==> src/rtl/alu8_pkg.sv <==
package alu8_pkg;

    typedef enum logic [2:0] {
        OP_PASS = 3'd0,
        OP_ADD  = 3'd1,
        OP_SUB  = 3'd2,
        OP_INC  = 3'd3,
        OP_DEC  = 3'd4,
        OP_ROR  = 3'd5,
        OP_ROL  = 3'd6,
        OP_RSVD = 3'd7
    } alu_op_e;

    localparam int NFLAGS = 5;
    localparam int FLG_C  = 0;
    localparam int FLG_V  = 1;
    localparam int FLG_Z  = 2;
    localparam int FLG_N  = 3;
    localparam int FLG_H  = 4;

endpackage

==> src/rtl/alu8_addsub.sv <==
module alu8_addsub
    import alu8_pkg::*;
#(
    parameter int DATA_W = 8,
    parameter int LOW_W  = 4
) (
    input  logic [DATA_W-1:0] opa,
    input  logic [DATA_W-1:0] opb,
    input  alu_op_e           op,
    output logic [DATA_W-1:0] sum,
    output logic              carry_top,
    output logic              carry_low,
    output logic              ovf
);

    logic [DATA_W-1:0] y;
    logic              cin;
    logic [DATA_W:0]   full;
    logic [LOW_W:0]    low;

    always_comb begin
        unique case (op)
            OP_ADD:  begin y = opb;                          cin = 1'b0; end
            OP_SUB:  begin y = ~opb;                         cin = 1'b1; end
            OP_INC:  begin y = {{(DATA_W-1){1'b0}}, 1'b1};   cin = 1'b0; end
            OP_DEC:  begin y = {DATA_W{1'b1}};               cin = 1'b0; end
            default: begin y = '0;                           cin = 1'b0; end
        endcase
    end

    assign full      = {1'b0, opa} + {1'b0, y} + {{DATA_W{1'b0}}, cin};
    assign low       = {1'b0, opa[LOW_W-1:0]} + {1'b0, y[LOW_W-1:0]} + {{LOW_W{1'b0}}, cin};
    assign sum       = full[DATA_W-1:0];
    assign carry_top = full[DATA_W];
    assign carry_low = low[LOW_W];
    assign ovf       = (opa[DATA_W-1] == y[DATA_W-1]) && (sum[DATA_W-1] != opa[DATA_W-1]);

endmodule

==> src/rtl/alu8_rotate.sv <==
module alu8_rotate #(
    parameter int DATA_W = 8
) (
    input  logic [DATA_W-1:0] opa,
    input  logic              cin,
    input  logic              to_left,
    output logic [DATA_W-1:0] res,
    output logic              cout
);

    always_comb begin
        if (to_left) begin
            res  = {opa[DATA_W-2:0], cin};
            cout = opa[DATA_W-1];
        end else begin
            res  = {cin, opa[DATA_W-1:1]};
            cout = opa[0];
        end
    end

endmodule

==> src/rtl/alu8_flag_hold.sv <==
module alu8_flag_hold #(
    parameter int NF = 5
) (
    input  logic          clk,
    input  logic          rst_n,
    input  logic [NF-1:0] we,
    input  logic [NF-1:0] d,
    output logic [NF-1:0] q
);

    for (genvar k = 0; k < NF; k++) begin : g_flag
        always_ff @(posedge clk) begin
            if (!rst_n) begin
                q[k] <= 1'b0;
            end else if (we[k]) begin
                q[k] <= d[k];
            end
        end
    end

endmodule

==> src/rtl/alu8_cc_top.sv <==
module alu8_cc_top
    import alu8_pkg::*;
#(
    parameter int DATA_W = 8
) (
    input  logic              clk,
    input  logic              rst_n,
    input  logic [DATA_W-1:0] a_i,
    input  logic [DATA_W-1:0] b_i,
    input  logic [2:0]        op_i,
    input  logic              carry_i,
    input  logic [4:0]        flag_we_i,
    output logic [DATA_W-1:0] result_o,
    output logic [4:0]        flags_o,
    output logic [4:0]        ccr_o
);

    localparam int LOW_W = DATA_W / 2;

    alu_op_e           op;
    logic [DATA_W-1:0] as_sum;
    logic              as_ctop;
    logic              as_clow;
    logic              as_ovf;
    logic [DATA_W-1:0] rot_res;
    logic              rot_cout;
    logic              n_f;
    logic              z_f;
    logic              v_f;
    logic              c_f;
    logic              h_f;

    assign op = alu_op_e'(op_i);

    alu8_addsub #(.DATA_W(DATA_W), .LOW_W(LOW_W)) u_addsub (
        .opa       (a_i),
        .opb       (b_i),
        .op        (op),
        .sum       (as_sum),
        .carry_top (as_ctop),
        .carry_low (as_clow),
        .ovf       (as_ovf)
    );

    alu8_rotate #(.DATA_W(DATA_W)) u_rot (
        .opa     (a_i),
        .cin     (carry_i),
        .to_left (op == OP_ROL),
        .res     (rot_res),
        .cout    (rot_cout)
    );

    always_comb begin
        h_f = ccr_o[FLG_H];
        c_f = ccr_o[FLG_C];
        v_f = 1'b0;
        unique case (op)
            OP_ADD: begin
                result_o = as_sum;
                c_f      = as_ctop;
                h_f      = as_clow;
                v_f      = as_ovf;
            end
            OP_SUB: begin
                result_o = as_sum;
                c_f      = ~as_ctop;
                v_f      = as_ovf;
            end
            OP_INC, OP_DEC: begin
                result_o = as_sum;
                v_f      = as_ovf;
            end
            OP_ROR, OP_ROL: begin
                result_o = rot_res;
                c_f      = rot_cout;
                v_f      = rot_res[DATA_W-1] ^ rot_cout;
            end
            default: begin
                result_o = a_i;
            end
        endcase
    end

    assign n_f = result_o[DATA_W-1];
    assign z_f = ~|result_o;

    always_comb begin
        flags_o        = '0;
        flags_o[FLG_C] = c_f;
        flags_o[FLG_V] = v_f;
        flags_o[FLG_Z] = z_f;
        flags_o[FLG_N] = n_f;
        flags_o[FLG_H] = h_f;
    end

    alu8_flag_hold #(.NF(NFLAGS)) u_hold (
        .clk   (clk),
        .rst_n (rst_n),
        .we    (flag_we_i),
        .d     (flags_o),
        .q     (ccr_o)
    );

endmodule

==> config.mk <==
export PLATFORM = sky130hd
export DESIGN_NAME = alu8_cc_top
export DESIGN_NICKNAME = d
export VERILOG_FILES = /design/src/rtl/alu8_pkg.sv /design/src/rtl/alu8_addsub.sv /design/src/rtl/alu8_rotate.sv /design/src/rtl/alu8_flag_hold.sv /design/src/rtl/alu8_cc_top.sv
export SDC_FILE = /design/constraint.sdc
export NUM_CORES = 1
export LEC_CHECK = 0
export CAP_MARGIN = 20
export CORE_MARGIN = 8
export CORE_UTILIZATION = 40
export DETAILED_ROUTE_END_ITERATION = 6
export DONT_BUFFER_PORTS = 1
export GPL_ROUTABILITY_DRIVEN = 0
export PLACE_DENSITY = 0.56
export SLEW_MARGIN = 20
export SYNTH_ARGS = -nofsm -noshare
export SYNTH_HDL_FRONTEND = slang
export SYNTH_HIERARCHICAL = 1
export SYNTH_SLANG_ARGS = --single-unit
==> constraint.sdc <==
create_clock -name clk -period 8 [get_ports clk]
set_clock_uncertainty 0.2 [all_clocks]
set_input_delay 1.2 -clock clk [delete_from_list [all_inputs] [get_ports clk]]
set_output_delay 1.2 -clock clk [all_outputs]
set_load 0.02 [all_outputs]
# Yosys cells after proc, flatten, opt, wreduce, memory -nomap -nowiden
# Cells that the tools add are included.
[totals]
mem_bits_ro = 0
inputBits = 27
mem_bits_rw = 0
memories = 0
latch_bits = 0
output_inout_bits = 18
reg_bits = 5
[op_classes]
n_lt_le_gt_ge = 0
addsub = 4
eq_ne = 8
muxes = 8
shifts = 0
div_mod_pow = 0
n_mul = 0
bitwise_logic = 3
n_reduce_logical = 5
[op_table]
columns = ["cell", "count"]
rows = [
  ["8-bit one-hot mux with 4 select lines", 1],
  ["8-bit one-hot mux with 2 select lines", 1],
  ["8-bit by 8-bit adder with 9-bit output", 1],
  ["9-bit by 1-bit adder with 9-bit output", 1],
  ["3-bit equality test (second input constant)", 3],
  ["8-bit two-way mux", 1],
  ["8-bit NOT", 1],
  ["8-bit OR reduction", 1],
  ["3-bit by 2-bit equality test with 1-bit output (second input constant)", 2],
  ["4-bit by 4-bit adder with 5-bit output", 1],
  ["5-bit by 1-bit adder with 5-bit output", 1],
  ["4-bit OR reduction", 1],
  ["3-bit by 1-bit equality test with 1-bit output (second input constant)", 1],
  ["1-bit two-way mux", 3],
  ["1-bit one-hot mux with 3 select lines", 1],
  ["1-bit one-hot mux with 2 select lines", 1],
  ["2-bit OR reduction", 1],
  ["1-bit equality test", 1],
  ["1-bit logical AND", 1],
  ["1-bit zero test", 1],
  ["1-bit inequality test", 1],
  ["1-bit NOT", 1],
  ["1-bit XOR", 1],
]

# Depth between registers and ports, before layout
# Gate-level depths: netlist of the first run.
[logic_depth]
word_depth = 7
ltp_mapped = 17

# Hierarchy
# The synthesis of the first run kept the hierarchy.
[modules_own_cells]
columns = ["module", "seq_area_each_um2", "cells_each", "area_per_inst_um2", "instances"]
rows = [
  ["alu8_cc_top", 0.0, 76, 598.1, 1],
  ["alu8_addsub", 0.0, 72, 484.2, 1],
  ["alu8_flag_hold", 100.1, 15, 181.4, 1],
  ["alu8_rotate", 0.0, 10, 146.4, 1],
]

# Worst setup path before layout of the first run
# Ideal clock, no wire load.
[synth_path]
path_type = "input to output"
from = "in op_i[0]"
to = "out flags_o[2]"
n_path_buf = 2
slack_ps = 2345
arrival_time_ps = 4255
path_stages = 16
required_ps = 6600
cell_sequence = "nand2b_1 > clkbuf_2 > or2_2 > fa_1 > inv_1 > fa_1 > a21oi_1 > o21ai_1 > a21oi_1 > xnor2_1 > mux2_4 > nand2_1 > o221ai_1 > or4_1 > nor2_1 > buf_4"
[synth_between]
elab_chain_len = 7
word_cells_on_any_way = 16
cone_classes = "add/sub (2); eq/ne (6); mux (4); reduce/logical (4)"
[synth_rtl]
columns = ["item", "line", "source"]
rows = [
  ["start, declared", "alu8_cc_top.sv:10", "input logic [2:0] op_i,"],
  ["3-bit equality test (tied with other cells)", "alu8_addsub.sv:22", "unique case (op)"],
  ["8-bit one-hot mux with 4 select lines", "alu8_addsub.sv:22", ""],
  ["8-bit by 8-bit adder with 9-bit output", "alu8_addsub.sv:31", "assign full = {1'b0, opa} + {1'b0, y} + {{DATA_W{1'b0}}, cin};"],
  ["9-bit by 1-bit adder with 9-bit output (*)", "alu8_addsub.sv:31", ""],
  ["net as_sum[6]", "alu8_cc_top.sv:21", "logic [DATA_W-1:0] as_sum;"],
  ["8-bit one-hot mux with 2 select lines (*)", "alu8_cc_top.sv:57", "unique case (op)"],
  ["net result_o[6]", "alu8_cc_top.sv:13", "output logic [DATA_W-1:0] result_o,"],
  ["8-bit OR reduction (*)", "alu8_cc_top.sv:85", "assign z_f = ~|result_o;"],
  ["1-bit zero test (*)", "alu8_cc_top.sv:85", ""],
  ["end, declared", "alu8_cc_top.sv:14", "output logic [4:0] flags_o,"],
]
# Mark *: on every way through the listed nets, which the timed path passes. The rest lies on a longest branch.

# Worst setup path in the final report of the first run
# Same ends and word-level chain as after synthesis.

==> reports/metrics.yaml, run 1 <==
outcome: "completed"
crit_path_end_kind: "output port"
synth-xor-area-share_pct: 4.97
synth_commonest_cells: "22 x mux2i_1, 16 x nor2_1, 14 x nand2_1, 13 x mux2_4, 12 x a21oi_1"
drive_above_1_share_pct: 17.2
routed_wirelength_mm: 3.65
stdcell_count: 209
hold_viol_final: 0
setup_violations: 0
rsz0062_at_grt: "no"
ys_warn_count: 6
ys_seq_area_share_pct: 7.10
async_reset_ff_share_pct: 0
yosysTopAreaCellShare_pct: 15.6
final_antenna_net_count: 0
hold_class: "flip-flop to flip-flop"
yosys.area.top_type: "mux2i_1"
ir_drop_uv: 52.9
gr-total-overflow: 0
pre_cts_ws_ns: 1.89
ios: 45
wl_per_cell_um: 17.5
clkTransAtPathRegs_ns: 0.04
grt_pass1_wl_mm: 5.70
synthAdderAreaFrac_pct: 9.05
cts_tree: "yes"
diodes: 0
synthMuxAreaShare_pct: 34.3
netlist_instances: 173
drc: 0
powerDensity_nw_per_um2: 115
cts_resized: 0
relSlewSlack_pct: 28.8
top_register: "u_hold/q"
critPathKind: "primary input to output port"
period_share_pct: 75.7
ys_top_cells_by_area: "mux2i_1 16%, mux2_4 14%, dfxtp_1 7.1%, ha_1 6.2%, o221ai_1 5.0%"
die_h_um: 75.4
synthesis.area_um2: 1410
synth_top_family_by_area: "multiplexers"
setup_slack_ns: 1.94
largest_register_ffs: 5
fin_setup_tns_ns: 0
grt.total_usage_pct: 12.8
synth_cell_types: 38
initial_utilization_pct: 41.9
timing.rr.start: "u_hold/q[0]"
worstMarginPinSlew_ns: 1.07
syn_avg_cell_area_um2: 8.15
port_buffers: 0
start_kind: "primary input"
viasPerCell: 5.77
drtIter0Drc: 80
required_ns: 6.60
slew_viol_final: 0
post-synth-top-count-cell: "mux2i_1"
synth-seq-cells: 5
max_freq_mhz: 165
drv_cap: 0
dp.cells: 205
fin_nets: 200
ys.flop_type: "dfxtp_1"
cts-root-buf: "clkbuf_4"
fin_crit_ns: 6.06
cts_buffers: 3
p_leak_nw: 0.585
synth-edff-count: 0
cts-htree-levels: 1
vias: 1206
synthSimpleGateAreaFrac_pct: 16.7
rows: 21
die_x_um: 75.4
die_area_um2: 5680
grt_max_degree: 33
synth_compound_area_share_pct: 19.3
hp-start: "u_hold/q[2]"
grt_pass1_vias: 1113
drt-pass1-iter-count: 4
antenna_found_initial: 0
cts_max_path_buffers: 2
holdBufCountCts: 0
clk_latency_ns: 0.24
syn_nets: 209
post-cts-setup-buffer-count: 0
cp_max_fo: 12
syn_to_final_growth_pct: -1.15
crit_start: "op_i[0]"
hpwlAfterDp_mm: 3.03
clock_sinks: 5
crit_arrival_ns: 4.66
core_um2: 3360
largest_registers: "u_hold/q: 5 flops"
[per-stage QoR]
stage	util [%]	total power, mW	area (um2)	hold WS, ns
after floorplan	-	0.126	1410	0.389
after global placement	40.7	0.131	1370	0.410
after detailed placement	40.7	0.133	1370	0.413
after CTS	41.4	0.163	1390	0.420
after global routing	41.4	0.175	1390	0.434
final	41.4	0.161	1390	0.414
[power by group]
group / internal [mW] / switching [mW]
Sequential: 0.0264 / 0.00277
Combinational: 0.0449 / 0.0577
Clock: 0.0188 / 0.0100
[cell families (layout without fill, tap and decap cells)]
kind of cell             Yosys count  count (layout)
buffers and inverters             20              10
AND/OR/NAND/NOR                   49              49
AO/OA/AOI/OAI                     41              41
multiplexers                      41              41
flip-flops                         5               5
adder cells (fa/ha/maj)            9               9
XOR/XNOR                           8               8
[area by class of cell]
class / instances / area (um2)
Tap cell: 46 / 57.6
Clock buffer: 4 / 26.3
Fill cell: 365 / 1970
Sequential cell: 5 / 100
Multi-Input combinational cell: 148 / 1190
Inverter: 6 / 22.5
[worst paths after layout]
check	end	slack (ns)	cells past startpoint
min	u_hold/q[2]	0.41	2
max reg2reg	u_hold/q[0]	6.37	5
min reg2reg	u_hold/q[2]	0.41	2
max	flags_o[2]	1.94	14
[per-layer routing]
layer,GRT usage (%),up-vias,wire length [um]
met1,15.9,559,1460
met5,0,-,0
met2,20.6,41,1820
met3,5.00,0,369
met4,2.13,0,0
li1,-,606,-
[critical path, stage by stage]
cell	delay [ns]
nand2b_1	0.24
or2_2	0.34
fa_1	0.42
inv_1	0.09
fa_1	0.20
a21oi_1	0.11
o21ai_1	0.15
a21oi_1	0.12
xnor2_1	0.16
mux2_4	0.27
nand2_1	0.06
o221ai_1	0.30
or4_1	0.63
nor2_1	0.36
[cells in the final DEF, fill, tap and decap left out, types with 2 or more instances in the layout]
cell       n
a21oi_1   12
o21a_1     2
o21ai_1    4
nor2_1    16
mux2_2     6
clkbuf_4   3
dfxtp_1    5
fa_1       2
mux2i_1   22
or4_1      2
mux2_4    13
xor2_1     2
nand2_1   14
inv_1      6
ha_1       7
a21oi_2    3
nor2b_1    8
xnor2_1    6
nand2b_1   2
o221ai_1   8
o21ai_0    6
Note: power is estimated with default switching activity, not from simulation.
==> run 2, diff against run 1 <==
--- a/config.mk
+++ b/config.mk
@@ -11,7 +11,7 @@
 export DETAILED_ROUTE_END_ITERATION = 6
 export DONT_BUFFER_PORTS = 1
 export GPL_ROUTABILITY_DRIVEN = 0
-export PLACE_DENSITY = 0.56
+export PLACE_DENSITY = 0.58
 export SLEW_MARGIN = 20
 export SYNTH_ARGS = -nofsm -noshare
 export SYNTH_HDL_FRONTEND = slang
==> constraint.sdc (replaced) <==
create_clock -name clk -period 4.91 [get_ports clk]
set_clock_uncertainty 0.2 [all_clocks]
set_input_delay 0.7365 -clock clk [delete_from_list [all_inputs] [get_ports clk]]
set_output_delay 0.7365 -clock clk [all_outputs]
set_load 0.02 [all_outputs]
==> run 2 against run 1 <==
  * Sequential share of layout area decreased by 0.38 points
  * Utilization increased by 2.3 points
  * Die area unchanged
  * Design area increased by 5.6%
  * Non-clock buffer count increased by 10
  * Global-route usage increased by 0.45 points
  * Power increased by 74%
  * Final cell count increased by 4.8%
  * Critical path type unchanged
  * Largest cell class unchanged
==> reports/metrics.yaml, run 2 (same netlist as run 1, synthesis figures left out) <==
outcome: "completed"
hold_depth: 2  # unchanged
swShare_pct: 42.3  # -1.6 points
ff2ff_path_depth: 5  # unchanged
hpwlAfterDp_mm: 3.03  # about the same
relSlewSlack_pct: 46.4  # +18 points
max_freq_mhz: 215
grt_pass1_wl_mm: 5.95  # +4.5%
timing.rr.start: "u_hold/q[0]"
cts_resized: 0  # unchanged
required_ns: 3.97  # -2.63 ns
antenna_found_initial: 0  # unchanged
post-cts-setup-buffer-count: 0  # unchanged
path_delay_family: "simple AND/OR/NAND/NOR gates"
hold_end: "u_hold/q[2]"
start_kind: "primary input"
diodes: 0  # unchanged
grt.total_usage_pct: 13.2  # +0.45 points
drive_above_1_share_pct: 22.5  # +5.4 points
hold_class: "flip-flop to flip-flop"
ff2ff_setup_slack_ns: 3.22  # -3.15 ns
pwr-share-seq_pct: 17.0  # -1.2 points
largest_register_ffs: 5  # unchanged
wl_per_cell_um: 17.2  # -1.6%
die_area_um2: 5680  # unchanged
pwr-share-comb_pct: 66.1  # +2.2 points
hold_viol_final: 0  # unchanged
grt_pass1_vias: 1274  # +14%
fin_nets: 210  # +5.0%
path_buf_inv: 2  # +1
finalInstanceArea_um2: 1470  # +5.6%
top_usage_layer: "met2"
top_register: "u_hold/q"
ir_drop_uv: 97.0  # +83%
crit_arrival_ns: 3.71  # -0.95 ns
largest_registers: "u_hold/q: 5 flops"
viasPerCell: 5.81  # +0.74%
holdBufCountCts: 0  # unchanged
setup_violations: 0  # unchanged
intPower_mw: 0.162  # +79%
die_h_um: 75.4  # unchanged
gr-total-overflow: 0  # unchanged
grt_util_met1_pct: 15.2  # -0.64 points
crit_path_end_kind: "output port"
multiInputGateArea_um2: 1190  # +0.21%
path_cells: "nand2b_2 > or2_2 > fa_1 > inv_1 > fa_1 > a21oi_1 > o21ai_1 > a21oi_1 > xnor2_1 > mux2_4 > nand2_1 > o221ai_1 > or4_1 > nor2_1 > buf_4"
drt-pass1-iter-count: 4  # unchanged
cp_max_fo: 12  # unchanged
initial_utilization_pct: 41.9  # unchanged
cts_buffers: 3  # unchanged
regArea_um2: 100  # unchanged
powerDensity_nw_per_um2: 190  # +65%
port_buffers: 0  # unchanged
fin_crit_ns: 4.65
final_common_cell: "mux2i_1"
hp-start: "u_hold/q[2]"
cp_slowest_stage_delay_ns: 0.55  # -0.08 ns
fin_setup_tns_ns: 0  # unchanged
rr_endpoint: "u_hold/q[0]"
final_cell_mix: "22 x mux2i_1, 16 x nor2_1, 14 x nand2_1"
crit_slowest_cell: "or4_1"
ios: 45  # unchanged
cts_max_path_buffers: 2  # unchanged
cts-root-buf: "clkbuf_4"
cts_tree: "yes"
p_leak_nw: 0.635  # +8.6%
core_um2: 3360  # unchanged
p_clk_share_pct: 16.9  # -1.1 points
drtIter0Drc: 119  # +49%
clk_latency_ns: 0.24  # about the same
grt_max_degree: 33  # unchanged
cts-htree-levels: 1  # unchanged
drv_cap: 0  # unchanged
grt_use_met3_pct: 3.29  # -1.7 points
final_antenna_net_count: 0  # unchanged
p_switching_mw: 0.118  # +68%
slew_viol_final: 0  # unchanged
clkTransAtPathRegs_ns: 0.04  # about the same
placed_area_um2: 1440  # +5.5%
clock_sinks: 5  # unchanged
period_share_pct: 94.7
met2_usage_pct: 24.3  # +3.6 points
rsz0062_at_grt: "no"
worstMarginPinSlew_ns: 0.802  # -0.266 ns
rows: 21  # unchanged
critPathKind: "primary input to output port"
drc: 0  # unchanged
syn_to_final_growth_pct: 4.35
vias: 1273  # +5.6%
n_fill_cell: 367  # +0.55%
routed_wirelength_mm: 3.76  # +3.1%
die_x_um: 75.4  # unchanged
## run 2: how the worst max path moves through the flow
stage                 start    endpoint  slack (ns)  depth (start not counted)
floorplan           op_i[0]  flags_o[2]        0.18                         16
global placement    op_i[0]  flags_o[2]        0.29                         14
detailed placement  op_i[0]  flags_o[2]        0.25                         15
CTS                 op_i[0]  flags_o[2]        0.24                         15
global route        op_i[0]  flags_o[2]        0.04                         15
finish              op_i[0]  flags_o[2]        0.26                         15
## run 2: stage by stage
| step | utilization (%) | hold slack, ns | instances | worst slack, ns | total power, mW |
|---|---|---|---|---|---|
| 6_report | 43.8 | 0.417 | 219 | 0.259 | 0.280 |
| 5_1_grt | 43.8 | 0.420 | 219 | 0.0350 | 0.303 |
| 4_1_cts | 43.7 | 0.421 | 219 | 0.243 | 0.282 |
| 3_5_place_dp | 42.9 | 0.414 | 215 | 0.253 | 0.233 |
| 3_3_place_gp | 42.9 | 0.410 | 215 | 0.292 | 0.229 |
| 2_1_floorplan | - | 0.389 | 173 | 0.182 | 0.205 |
## run 2: tightest hold or removal path: cells and delay by family, from the launching register on
kind,cells,cell delay (ns)
simple gates,1,0.05
flops,1,0.37
mux,1,0.15
## run 2: cell type report
cell class | count | area share (%)
Timing Repair Buffer | 10 | 5.10
Tap cell | 46 | 3.91
Multi-Input combinational cell | 148 | 80.9
Clock buffer | 4 | 1.79
Inverter | 6 | 1.53
Sequential cell | 5 | 6.80
## run 2: power by group through the flow
stage	sequential [mW]	combinational [mW]	clock [mW]
after floorplan	0.0478	0.157	0
after global placement	0.0484	0.180	0
after detailed placement	0.0484	0.184	0
after CTS	0.0477	0.185	0.0490
after global routing	0.0478	0.202	0.0535
final	0.0476	0.185	0.0475
## run 2: routing by layer
layer  share of wire [%]  vias to the layer above  routed length [um]
li1                    -                      625                   -
met3                 4.9                        4                 186
met1                  42                      603                1570
met4                0.90                        0                  34
met5                   0                        -                   0
met2                  52                       41                1970
==> run 3, diff against run 2 <==
--- a/config.mk
+++ b/config.mk
@@ -5,6 +5,7 @@
 export SDC_FILE = /design/constraint.sdc
 export NUM_CORES = 1
 export LEC_CHECK = 0
+export ABC_AREA = 1
 export CAP_MARGIN = 20
 export CORE_MARGIN = 8
 export CORE_UTILIZATION = 40
==> run 3 against run 2 <==
  * Combinational power fell by 23%
  * Clock power rose by 3%
  * Sequential cell count did not move
  * Routed wire length fell by 14%
  * Worst hold slack got worse by 0.041 ns
  * Largest power group unchanged
  * Highest routed layer is now met3
==> reports/metrics.yaml, run 3 <==
clock_sinks: 5  # unchanged
cts-root-buf: "clkbuf_4"
die_x_um: 70.6  # -6.3%
ff2ff_setup_slack_ns: 3.62  # +0.40 ns
setup_slack_ns: 0.656  # +0.397 ns
synth_cell_types: 28  # -26%
synth-seq-cells: 5  # unchanged
relSlewSlack_pct: 68.6  # +22 points
hold_depth: 2  # unchanged
holdBufCountCts: 0  # unchanged
grt_max_degree: 11  # -67%
timing.rr.start: "u_hold/q[4]"
rsz0062_at_grt: "no"
post-synth-top-count-cell: "nand2_1"
final_cell_mix: "101 x nand2_1, 30 x inv_1, 21 x nor2_1"
vias: 1232  # -3.2%
ir_drop_uv: 61.7  # -36%
drc: 0  # unchanged
wl_per_cell_um: 12.7  # -26%
drtIter0Drc: 87  # -27%
gr-total-overflow: 0  # unchanged
crit_path_end_kind: "output port"
outcome: "completed"
yosys.area.top_type: "nand2_1"
synth-edff-count: 0  # unchanged
max_freq_mhz: 235  # +9.3%
async_reset_ff_share_pct: 0  # unchanged
final_antenna_net_count: 0  # unchanged
fin_setup_tns_ns: 0  # unchanged
fin_nets: 258  # +23%
cts_tree: "yes"
die_h_um: 70.6  # -6.3%
cts_buffers: 3  # unchanged
largest_registers: "u_hold/q: 5 flops"
ys_top_cells_by_area: "nand2_1 32%, inv_1 9.4%, dfxtp_1 8.4%, ha_1 7.3%, nor2_1 6.6%"
cts_max_path_buffers: 2  # unchanged
crit_arrival_ns: 3.32  # -0.39 ns
post-cts-setup-buffer-count: 0  # unchanged
p_leak_nw: 0.714  # +12%
syn_to_final_growth_pct: 1.57
fin_crit_ns: 4.25  # -0.397 ns
die_area_um2: 4980  # -12%
hold_class: "flip-flop to flip-flop"
diodes: 0  # unchanged
ios: 45  # unchanged
clkTransAtPathRegs_ns: 0.04  # about the same
rr_endpoint: "u_hold/q[4]"
yosysTopAreaCellShare_pct: 31.8  # +16 points
required_ns: 3.97  # about the same
drive_above_1_share_pct: 6.79  # -16 points
powerDensity_nw_per_um2: 200  # +5.0%
routed_wirelength_mm: 3.24  # -14%
hold_viol_final: 0  # unchanged
ys_seq_area_share_pct: 8.39  # +1.3 points
cp_max_fo: 9  # -3
cts-htree-levels: 1  # unchanged
highest-signal-layer: "met3"
ff2ff_path_depth: 6  # +1
setup_violations: 0  # unchanged
final_common_cell: "nand2_1"
pre_cts_ws_ns: 0.679  # +0.426 ns
grt_pass1_wl_mm: 5.18  # -13%
hold_end: "u_hold/q[2]"
drt-pass1-iter-count: 4  # unchanged
stdcell_count: 254  # +16%
hp-start: "u_hold/q[2]"
synth_commonest_cells: "101 x nand2_1, 30 x inv_1, 21 x nor2_1, 13 x nand3_1, 8 x o211ai_1"
hpwlAfterDp_mm: 2.76  # -8.8%
final_util_pct: 41.0  # -2.7 points
syn_nets: 259  # +24%
dr_wl_met2_mm: 1.46  # -26%
dp.cells: 250  # +16%
core_um2: 2950  # -12%
ys.flop_type: "dfxtp_1"
wl_met1_mm: 1.47  # -6.7%
synthesis.area_um2: 1190  # -15%
period_share_pct: 86.6  # -8.1 points
drv_cap: 0  # unchanged
grt.total_usage_pct: 12.5  # -0.75 points
antenna_found_initial: 0  # unchanged
grt_pass1_vias: 1067  # -16%
netlist_instances: 223  # +29%
port_buffers: 0  # unchanged
rows: 20  # -4.8%
worstMarginPinSlew_ns: 0.470  # -0.333 ns
syn_avg_cell_area_um2: 5.35  # -34%
ys_warn_count: 6  # unchanged
slew_viol_final: 0  # unchanged
critPathKind: "primary input to output port"
top_register: "u_hold/q"
crit_start: "op_i[2]"
wl_met3_um: 312  # +68%
viasPerCell: 4.85  # -17%
cts_resized: 0  # unchanged
start_kind: "primary input"
initial_utilization_pct: 40.4  # -1.5 points
clk_latency_ns: 0.24  # about the same
largest_register_ffs: 5  # unchanged
==> run 3: area by class of cell <==
type                    instances  area, um2
fillers                       343       1740
multi-input cells             181        927
inverters                      31        116
flip-flops and latches          5        100
well taps                      33       41.3
clock buffers                   4       26.3
==> run 3: routing by layer <==
metal  GRT usage (%)  vias up
li1                -      687
met3            5.37        0
met1            15.2      510
met2            20.1       35
met5               0        -
met4            2.08        0
==> run 3: where the power goes <==
part | total, mW | switching [mW] | internal (mW)
clock network | 0.0488 | 0.0181 | 0.0308
registers | 0.0499 | 0.00604 | 0.0438
logic | 0.143 | 0.0986 | 0.0448
==> run 3: how the worst max path moves through the flow <==
stage | slack [ns] | endpoint | cells after the start
after floorplan | 0.99 | flags_o[2] | 19
after global placement | 0.72 | flags_o[2] | 18
after detailed placement | 0.68 | flags_o[2] | 18
after CTS | 0.68 | flags_o[2] | 18
after global routing | 0.48 | flags_o[2] | 18
final | 0.66 | flags_o[2] | 18
==> run 3: through the flow <==
stage | power [mW] | cell area [um2] | hold WS [ns]
CTS | 0.247 | 1210 | 0.382
floorplan | 0.179 | 1190 | 0.358
detailed placement | 0.196 | 1180 | 0.376
global route | 0.267 | 1210 | 0.392
global placement | 0.196 | 1180 | 0.377
finish | 0.242 | 1210 | 0.376
==> run 3: critical path, cell delays in order <==
cell and delay [ns]:
inv_1 0.07, nand3_2 0.18, o221a_2 0.29, fa_1 0.35, inv_1 0.10, fa_1 0.22, nand3_1 0.11, a21oi_1 0.20
nor2_1 0.06, nand2_1 0.07, nand2_1 0.05, nand2_1 0.06, nand2_1 0.04, inv_1 0.04, nand2_1 0.17, nor2_1 0.15
nand2_1 0.07, nor2_1 0.35
==> run 3: kinds of logic (layout without fill, tap and decap cells) <==
group	Yosys count	in the layout	synth area share [%]
AO/OA/AOI/OAI	22	22	12.9
XOR/XNOR	4	4	2.94
adder cells (fa/ha/maj)	9	9	10.7
buffers and inverters	37	35	13.9
flip-flops	5	5	8.39
AND/OR/NAND/NOR	146	146	51.2
